## src/rtl/dc_mult_pkg.sv

```systemverilog
package dc_mult_pkg;

  localparam int BASE_W = 16;
  localparam int LEVEL_STAGES = 6;

  // Pipeline depth for a given operand width: one cycle at the base,
  // plus a fixed overhead per halving.
  function automatic int kmulLatency(input int w);
    int lat;
    int x;
    lat = 1;
    x = w;
    while (x > BASE_W) begin
      lat = lat + LEVEL_STAGES;
      x = x / 2;
    end
    return lat;
  endfunction

  typedef struct packed {
    logic capture;  // current operands belong to a real request
    logic done;     // pipeline output belongs to a real request
  } dc_strobe_t;

endpackage

```

## src/rtl/dc_mult_delay.sv

```systemverilog
module dc_mult_delay #(
  parameter int W = 8,
  parameter int DEPTH = 1
) (
  input  logic         clk,
  input  logic         rst_n,
  input  logic [W-1:0] d,
  output logic [W-1:0] q
);
  generate
    if (DEPTH == 0) begin : g_wire
      assign q = d;
    end else begin : g_regs
      logic [W-1:0] stg [DEPTH];
      always_ff @(posedge clk) begin
        if (!rst_n) begin
          for (int i = 0; i < DEPTH; i++) stg[i] <= '0;
        end else begin
          stg[0] <= d;
          for (int i = 1; i < DEPTH; i++) stg[i] <= stg[i-1];
        end
      end
      assign q = stg[DEPTH-1];
    end
  endgenerate
endmodule

```

## src/rtl/dc_mult_node.sv

```systemverilog
module dc_mult_node
  import dc_mult_pkg::*;
#(
  parameter int W = 32
) (
  input  logic           clk,
  input  logic           rst_n,
  input  logic [W-1:0]   x,
  input  logic [W-1:0]   y,
  output logic [2*W-1:0] p
);
  generate
    if (W <= BASE_W) begin : g_base
      logic [2*W-1:0] pReg;
      always_ff @(posedge clk) begin
        if (!rst_n) pReg <= '0;
        else        pReg <= {{W{1'b0}}, x} * {{W{1'b0}}, y};
      end
      assign p = pReg;
    end else begin : g_split
      localparam int H = W / 2;
      localparam int SUB_LAT = kmulLatency(H);

      // stage 1: halves, half sums and carry corrections
      logic [H:0]   xSum, ySum, corrComb;
      logic         ccComb;
      assign xSum = {1'b0, x[W-1:H]} + {1'b0, x[H-1:0]};
      assign ySum = {1'b0, y[W-1:H]} + {1'b0, y[H-1:0]};
      assign corrComb = (xSum[H] ? {1'b0, ySum[H-1:0]} : '0)
                      + (ySum[H] ? {1'b0, xSum[H-1:0]} : '0);
      assign ccComb = xSum[H] & ySum[H];

      logic [H-1:0] xHi, xLo, yHi, yLo, xSumLo, ySumLo;
      logic [H:0]   corr1;
      logic         cc1;
      always_ff @(posedge clk) begin
        if (!rst_n) begin
          xHi <= '0; xLo <= '0; yHi <= '0; yLo <= '0;
          xSumLo <= '0; ySumLo <= '0; corr1 <= '0; cc1 <= 1'b0;
        end else begin
          xHi <= x[W-1:H]; xLo <= x[H-1:0];
          yHi <= y[W-1:H]; yLo <= y[H-1:0];
          xSumLo <= xSum[H-1:0]; ySumLo <= ySum[H-1:0];
          corr1 <= corrComb; cc1 <= ccComb;
        end
      end

      // three half-width products
      logic [W-1:0] t0, t1, t2l;
      dc_mult_node #(.W(H)) u_hi  (.clk(clk), .rst_n(rst_n), .x(xHi),    .y(yHi),    .p(t0));
      dc_mult_node #(.W(H)) u_lo  (.clk(clk), .rst_n(rst_n), .x(xLo),    .y(yLo),    .p(t1));
      dc_mult_node #(.W(H)) u_sum (.clk(clk), .rst_n(rst_n), .x(xSumLo), .y(ySumLo), .p(t2l));

      logic [H:0] corrD;
      logic       ccD;
      dc_mult_delay #(.W(H+2), .DEPTH(SUB_LAT)) u_corrDly (
        .clk(clk), .rst_n(rst_n), .d({cc1, corr1}), .q({ccD, corrD}));

      // stages 2..6: rebuild the full product
      logic [W+1:0] t2Full, t2P2;
      logic [W:0]   s01, mid;
      logic [W-1:0] t0P1, t1P1, t0P2, t1P2, t0P3, t1P3, t0P4, lowBits;
      logic [H:0]   midHi;
      logic         carry4;
      logic [W:0]   lowSum;
      logic [2*W-1:0] pReg;

      assign lowSum = {1'b0, t1P3} + {1'b0, mid[H-1:0], {H{1'b0}}};

      always_ff @(posedge clk) begin
        if (!rst_n) begin
          t2Full <= '0; t0P1 <= '0; t1P1 <= '0;
          s01 <= '0; t2P2 <= '0; t0P2 <= '0; t1P2 <= '0;
          mid <= '0; t0P3 <= '0; t1P3 <= '0;
          lowBits <= '0; carry4 <= 1'b0; t0P4 <= '0; midHi <= '0;
          pReg <= '0;
        end else begin
          t2Full <= {2'b0, t2l}
                  + ({{(H+1){1'b0}}, corrD} << H)
                  + ({{(W+1){1'b0}}, ccD} << W);
          t0P1 <= t0; t1P1 <= t1;
          s01  <= {1'b0, t0P1} + {1'b0, t1P1};
          t2P2 <= t2Full; t0P2 <= t0P1; t1P2 <= t1P1;
          mid  <= t2P2[W:0] - s01;
          t0P3 <= t0P2; t1P3 <= t1P2;
          lowBits <= lowSum[W-1:0];
          carry4  <= lowSum[W];
          t0P4    <= t0P3;
          midHi   <= mid[W:H];
          pReg <= {t0P4 + {{(W-H-1){1'b0}}, midHi} + {{(W-1){1'b0}}, carry4}, lowBits};
        end
      end
      assign p = pReg;
    end
  endgenerate
endmodule

```

## src/rtl/dc_mult_dp.sv

```systemverilog
module dc_mult_dp
  import dc_mult_pkg::*;
#(
  parameter int WIDTH = 32
) (
  input  logic               clk,
  input  logic               rst_n,
  input  dc_strobe_t         strobe,
  input  logic [WIDTH-1:0]   a,
  input  logic [WIDTH-1:0]   b,
  output logic [2*WIDTH-1:0] product
);
  logic [WIDTH-1:0]   aGate, bGate;
  logic [2*WIDTH-1:0] rootP;

  assign aGate = strobe.capture ? a : '0;
  assign bGate = strobe.capture ? b : '0;

  dc_mult_node #(.W(WIDTH)) u_root (
    .clk(clk), .rst_n(rst_n), .x(aGate), .y(bGate), .p(rootP));

  assign product = strobe.done ? rootP : '0;
endmodule

```

## src/rtl/dc_mult_ctrl.sv

```systemverilog
module dc_mult_ctrl
  import dc_mult_pkg::*;
#(
  parameter int LAT = 7
) (
  input  logic       clk,
  input  logic       rst_n,
  input  logic       in_valid,
  output dc_strobe_t strobe
);
  logic [LAT-1:0] validPipe;

  always_ff @(posedge clk) begin
    if (!rst_n) validPipe <= '0;
    else        validPipe <= {validPipe[LAT-2:0], in_valid};
  end

  assign strobe.capture = in_valid;
  assign strobe.done    = validPipe[LAT-1];
endmodule

```

## src/rtl/dc_mult.sv

```systemverilog
module dc_mult
  import dc_mult_pkg::*;
#(
  parameter int WIDTH = 32
) (
  input  logic               clk,
  input  logic               rst_n,
  input  logic               in_valid,
  input  logic [WIDTH-1:0]   a,
  input  logic [WIDTH-1:0]   b,
  output logic               out_valid,
  output logic [2*WIDTH-1:0] product
);
  localparam int LAT = kmulLatency(WIDTH);

  dc_strobe_t strobe;

  dc_mult_ctrl #(.LAT(LAT)) u_ctrl (
    .clk(clk), .rst_n(rst_n), .in_valid(in_valid), .strobe(strobe));

  dc_mult_dp #(.WIDTH(WIDTH)) u_dp (
    .clk(clk), .rst_n(rst_n), .strobe(strobe), .a(a), .b(b), .product(product));

  assign out_valid = strobe.done;
endmodule

```

## config.mk

```make
export PLATFORM = sky130hd
export DESIGN_NAME = dc_mult
export DESIGN_NICKNAME = d
export VERILOG_FILES = /design/src/rtl/dc_mult_pkg.sv /design/src/rtl/dc_mult_delay.sv /design/src/rtl/dc_mult_node.sv /design/src/rtl/dc_mult_dp.sv /design/src/rtl/dc_mult_ctrl.sv /design/src/rtl/dc_mult.sv
export SDC_FILE = /design/constraint.sdc
export NUM_CORES = 2
export LEC_CHECK = 0
export BUFFER_PORTS_ARGS = -buffer_cell sky130_fd_sc_hd__buf_2
export CAP_MARGIN = 20
export CORE_UTILIZATION = 50
export DETAILED_ROUTE_END_ITERATION = 10
export GPL_TIMING_DRIVEN = 0
export PLACE_DENSITY_LB_ADDON = 0.05
export SKIP_LAST_GASP = 1
export SLEW_MARGIN = 10
export SYNTH_ARGS = -nofsm -noshare
export SYNTH_HDL_FRONTEND = slang
export SYNTH_SLANG_ARGS = --single-unit
```

## constraint.sdc

```tcl
create_clock -name clk -period 5.9 [get_ports clk]
set_input_delay 1.18 -clock clk [delete_from_list [all_inputs] [get_ports clk]]
set_output_delay 1.18 -clock clk [all_outputs]
set_load 0.02 [all_outputs]
```

Word level (Yosys, flattened, before mapping)
Memory sizes are Yosys's and may differ from the RTL's. Index checks and enable logic that the tools add are counted.

Bits in registers: 687. RAM bits: 18. Input port bits: 67. Output and inout bits: 65. Logic and storage cells: 52. Memories kept: 1.

Memory list: u_dp.u_root.g_split.u_corrDly.g_regs.stg (depth 1, bits a word 18, read ports 1, clocked after Yosys merged registers in 0, wr ports 1, line dc_mult_delay.sv:14) `logic [W-1:0] stg [DEPTH];`.

Add/sub/neg operators: 10. Multipliers: 3. Muxes and demuxes: 9. Bitwise gates (word level): 1. Reductions and logical operators: 1.

Operators by type and width (number): $mul A16 B16 Y32 (3); $add A32 B32 Y33 (2); $mux W32 (2); $mux W64 (1); $add A16 B16 Y17 (3); $add A32 B33 Y33 (1); $add A33 B33 Y33 (1); $sub A33 B33 Y33 (1); $add A32 B1 Y32 (1); $add A32 B17 Y32 (1); $mux W16 (2); $mux W18 (1); $reduce_or A18 Y1 (1); $mux W1 (3); $and A1 B1 Y1 (1).

Longest topological paths before layout
Depth in word-level cells: 4. Mapped depth: 25. Gate-level depth less buffers: 22.

Modules after synthesis
A second synthesis with hierarchy kept.

Cell total of the unflattened synthesis: 5830. Area total of the unflattened synthesis: 53580.1 sq um.

Modules (own cells, without submodules): dc_mult_node (u_dp.u_root) (times used 1, cells an instance 2362, area an instance 23222.3 sq um, seq. area each 11691.2 sq um); dc_mult_node (u_dp.u_root.g_split.u_sum) (times used 1, cells an instance 1099, area an instance 9546.7 sq um, seq. area each 640.6 sq um); dc_mult_node (u_dp.u_root.g_split.u_hi) (times used 1, cells an instance 1087, area an instance 9545.4 sq um, seq. area each 640.6 sq um); dc_mult_node (u_dp.u_root.g_split.u_lo) (times used 1, cells an instance 1089, area an instance 9544.2 sq um, seq. area each 640.6 sq um); dc_mult_dp (times used 1, cells an instance 140, area an instance 1021.0 sq um, seq. area each 0.0 sq um); dc_mult_delay (times used 1, cells an instance 37, area an instance 501.7 sq um, seq. area each 360.3 sq um); dc_mult_ctrl (times used 1, cells an instance 16, area an instance 198.9 sq um, seq. area each 140.1 sq um).

Worst setup path before layout
Ideal clock, no wire load.

Path type: flip-flop to flip-flop. From: register u_dp.u_root.g_split.yLo[7]. To: register u_dp.u_root.g_split.u_lo.g_base.pReg[31] (netlist: u_dp.u_root.g_split.u_lo.p[31]). Library setup time: 0.116 ns. Arrival time: 5.721 ns. Slack: 0.063 ns. Cell stages (with the launch flop): 23. Path buffers: 1. Period minus slack after synthesis: 5.837 ns. Cells stage by stage: dfxtp_1 -> clkbuf_1 -> nand2_1 -> fa_1 -> inv_1 -> fa_1 -> inv_1 -> fa_1 -> inv_1 -> fa_1 -> fa_1 -> inv_1 -> fa_1 -> inv_1 -> ha_1 -> a21oi_1 -> nor2_1 -> o41ai_1 -> o21ai_0 -> o31a_1 -> o31ai_1 -> a21oi_1 -> a31o_2.

Cells in the longest elaborated chain, start to end: 1.

RTL lines: start: declaration (line dc_mult_node.sv:33) `logic [H-1:0] xHi, xLo, yHi, yLo, xSumLo, ySumLo;`; start signal: assignment (line dc_mult_node.sv:42) `yHi <= y[W-1:H]; yLo <= y[H-1:0];`; $mul A16 B16 Y32 (line dc_mult_node.sv:17) `else pReg <= {{W{1'b0}}, x} * {{W{1'b0}}, y};`; end signal: assignment (line dc_mult_node.sv:17); end: declaration (line dc_mult_node.sv:14) `logic [2*W-1:0] pReg;`.

No other way between the ends. A chain may end at the register's enable or synchronous reset.

Final worst setup path
From: register u_dp.u_root.g_split.yHi[4]. To: register u_dp.u_root.g_split.u_hi.g_base.pReg[31] (netlist: u_dp.u_root.g_split.u_hi.p[31]).

Cells in the longest elaborated chain, start to end: 1.

RTL lines (line): start: declaration (dc_mult_node.sv:33); start signal: assignment (dc_mult_node.sv:42); $mul A16 B16 Y32 (dc_mult_node.sv:17); end signal: assignment (dc_mult_node.sv:17); end: declaration (dc_mult_node.sv:14).

No other way between the ends.

==> qor.yml <==
outcome: "finished, violations left"
violations: "negative setup slack"
relSlewSlack_pct: 13.9
synth-compound-area-share_pct: 8.34
dieArea_um2: 107000
cts_tree: "done"
insertion_delay_ps: 650
worstSetupPathType: "flop to flop"
ys_seq_area_share_pct: 26.7
sequentialPowerShare_pct: 38.8
timing.final.ws_setup_ps: -24.7
fin_crit_ps: 5920
antenna_found_initial: 7
setup.worst_path.end_class: "flop"
switching_share_pct: 32.0
fmax_mhz: 169
tns_ps: -24.7
clockPowerShare_pct: 35.4
power.internal_w: 0.00931
dr.first_iter.drc_count: 2680
ys.flop_type: "dfxtp_1"
hold_class: "flop to flop"
multiInputGateArea_um2: 35900
drc_errors: 0
synth_top_family_by_area: "adder cells"
wirelength_um: 156000
yosysWarnings: 0
cp.arrival_ps: 6450
htree_num_levels: 3
grt_max_degree: 17
powerDensity_nw_per_um2: 225
path_max_fanout: 5
syn_avg_cell_area_um2: 9.14
grt_pass1_wl_um: 237000
vias_per_cell: 5.24
die_h_um: 327
rsz0062_at_grt: "yes"
clk_path_buf_depth: 3
die_w_um: 327
num_io_pins: 132
initial_core_util_pct: 50.8
fp-row-count: 118
worstMarginPinSlew_ps: 1290
p_leak_nw: 29.5
pwr-share-comb_pct: 25.8
synth_simple_gate_area_share_pct: 21.1
finalMaxSlewViolations: 0
syn_nets: 6922
setup_viol: 1
yosysUniqueCellTypes: 83
synthMuxAreaShare_pct: 0.607
p_switching_w: 0.00439
drtPass1Iterations: 5
synth.top_cell.area_share_pct: 26.7
synthAdderAreaFrac_pct: 33.5
dp_hpwl_um: 127000
via_count: 39400
ant_nets: 0
ff_latch_area_um2: 14400
synth-xor-area-share_pct: 2.58
yosysMostFrequentCell: "and2_1"
cts-root-buf: "clkbuf_16"
grt_pass1_vias: 39400
finalHoldViolCount: 0
peakVddDrop_v: 0.000266
area_growth_pct: 14.8
cap_violations: 0
skew_ps: 23.0
clock_sink_count: 705
ys_top_cells_by_area: "dfxtp_1, fa_1, ha_1"
fillerInstances: 9501
synth_cells: 5792
gr-total-overflow: 0
syn_area_um2: 52900
place_congestion: 0.980
drive_gt1_share_pct: 11.8
ys_top_cells_by_count: "and2_1, inv_1, dfxtp_1"
track_usage_pct: 29.3
port_buffers: 130
synth_edf_count: 0
clk_pin_slew_ps: 60
async_reset_ff_share_pct: 0
wl_per_cell_um: 20.8
period_share_pct: 100
start_kind: "flop"
final_nets: 7206
synth_seq_cells: 705
core-area_um2: 104000
worstPathRequired_ps: 6430
yosys.area.top_type: "dfxtp_1"
cts-buffers-inserted: 75
place_area_um2: 55400
fin_area_um2: 60800
-- final timing paths --
| check | startpoint | end | slack [ps] | cells after the start |
|---|---|---|---|---|
| max | u_dp.u_root.g_split.yHi[4] | u_dp.u_root.g_split.u_hi.p[31] | -20 | 20 |
| min | u_dp.u_root.g_split.u_lo.p[15] | u_dp.u_root.g_split.t1P1[15] | 410 | 1 |
| max reg2reg | u_dp.u_root.g_split.yHi[4] | u_dp.u_root.g_split.u_hi.p[31] | -20 | 20 |
| min reg2reg | u_dp.u_root.g_split.u_lo.p[15] | u_dp.u_root.g_split.t1P1[15] | 410 | 1 |
-- kinds of logic after synthesis --
group / Yosys count
AOI/OAI and AO/OA: 672
xor gates and xnor gates: 156
adders and majority gates: 1063
buffers and inverters: 1014
DFF: 705
muxes: 32
and+or+nand+nor: 2150
-- through the flow --
stage	hold WS (ps)	util [%]	power, W	std cells	worst slack [ps]
2_1_floorplan	406	-	0.00748	5792	62.9
3_3_place_gp	415	53.1	0.00854	7302	-1230
3_5_place_dp	417	53.1	0.00855	7306	-1190
4_1_cts	411	57.2	0.0136	7471	-114
5_1_grt	439	58.3	0.0144	7518	-141
6_report	413	58.3	0.0137	7519	-24.7
-- metal layers --
layer	GRT usage [%]	wire length, µm	vias up
met3	5.22	10800	241
met1	40.5	70300	19000
met2	46.3	70000	1238
li1	-	-	18900
met5	0	13	-
met4	9.36	5180	2
-- cell usage in the layout (no fill, tap or decap), types with 109 or more instances in the layout --
cell        n
a21o_1    109
a21oi_1   186
and2_1    869
buf_2     137
clkbuf_1  127
dfxtp_1   613
fa_1      572
ha_1      438
inv_1     768
nand2_1   573
nor2_1    297
-- cell type report --
| cell class | count | area share [%] |
|---|---|---|
| timing repair buffer | 219 | 2.34 |
| antenna | 2 | 0.00823 |
| clock buffer | 93 | 3.42 |
| multi-input combinational | 4073 | 59.1 |
| tap | 1380 | 2.84 |
| buffer | 224 | 2.89 |
| sequential | 705 | 23.7 |
| inverter | 778 | 4.80 |
| clock inverter | 45 | 0.879 |
-- flip-flops by register name (all words and copies together) (netlist names), 17 cells and up --
register / cells
u_dp.u_root.p: 64
u_dp.u_root.g_split.mid: 33
u_dp.u_root.g_split.s01: 33
u_dp.u_root.g_split.t2Full: 33
u_dp.u_root.g_split.t2P2: 33
u_dp.u_root.g_split.lowBits: 32
u_dp.u_root.g_split.t0P1: 32
u_dp.u_root.g_split.t0P2: 32
u_dp.u_root.g_split.t0P3: 32
u_dp.u_root.g_split.t0P4: 32
u_dp.u_root.g_split.t1P1: 32
u_dp.u_root.g_split.t1P2: 32
u_dp.u_root.g_split.t1P3: 32
u_dp.u_root.g_split.u_hi.p: 32
u_dp.u_root.g_split.u_lo.p: 32
u_dp.u_root.g_split.u_sum.p: 32
u_dp.u_root.g_split.u_corrDly.g_regs.stg: 18
u_dp.u_root.g_split.corr1: 17
u_dp.u_root.g_split.midHi: 17
-- critical path: stages, from the launching register on --
cell	delay [ps]
dfxtp_4	390
clkbuf_16	170
and2_4	140
fa_1	520
inv_1	50
fa_1	470
inv_1	50
fa_1	560
fa_2	450
fa_1	490
inv_1	50
fa_2	590
inv_2	60
ha_4	290
nand2_2	50
or4_4	520
a31oi_4	210
o211ai_1	170
a21oi_2	180
a211oi_2	60
mux2_4	340
-- power groups by stage --
| stage | logic, W | registers [W] | clock network, W |
|---|---|---|---|
| after CTS | 0.00329 | 0.00533 | 0.00494 |
| after global routing | 0.00390 | 0.00534 | 0.00515 |
| after global placement | 0.00310 | 0.00544 | 0 |
| after detailed placement | 0.00311 | 0.00544 | 0 |
| final | 0.00354 | 0.00532 | 0.00485 |
| after floorplan | 0.00219 | 0.00529 | 0 |
-- repair_timing --
action | in CTS | in global routing
endpoints found under the setup margin | 63 | 53
gates cloned | 1 | 2
resized for setup | 455 | 233
buffers inserted | 33 | 49
pin swaps | 31 | 95
hold buffers | 0 | 0
Power figures use the tool's default switching activity.
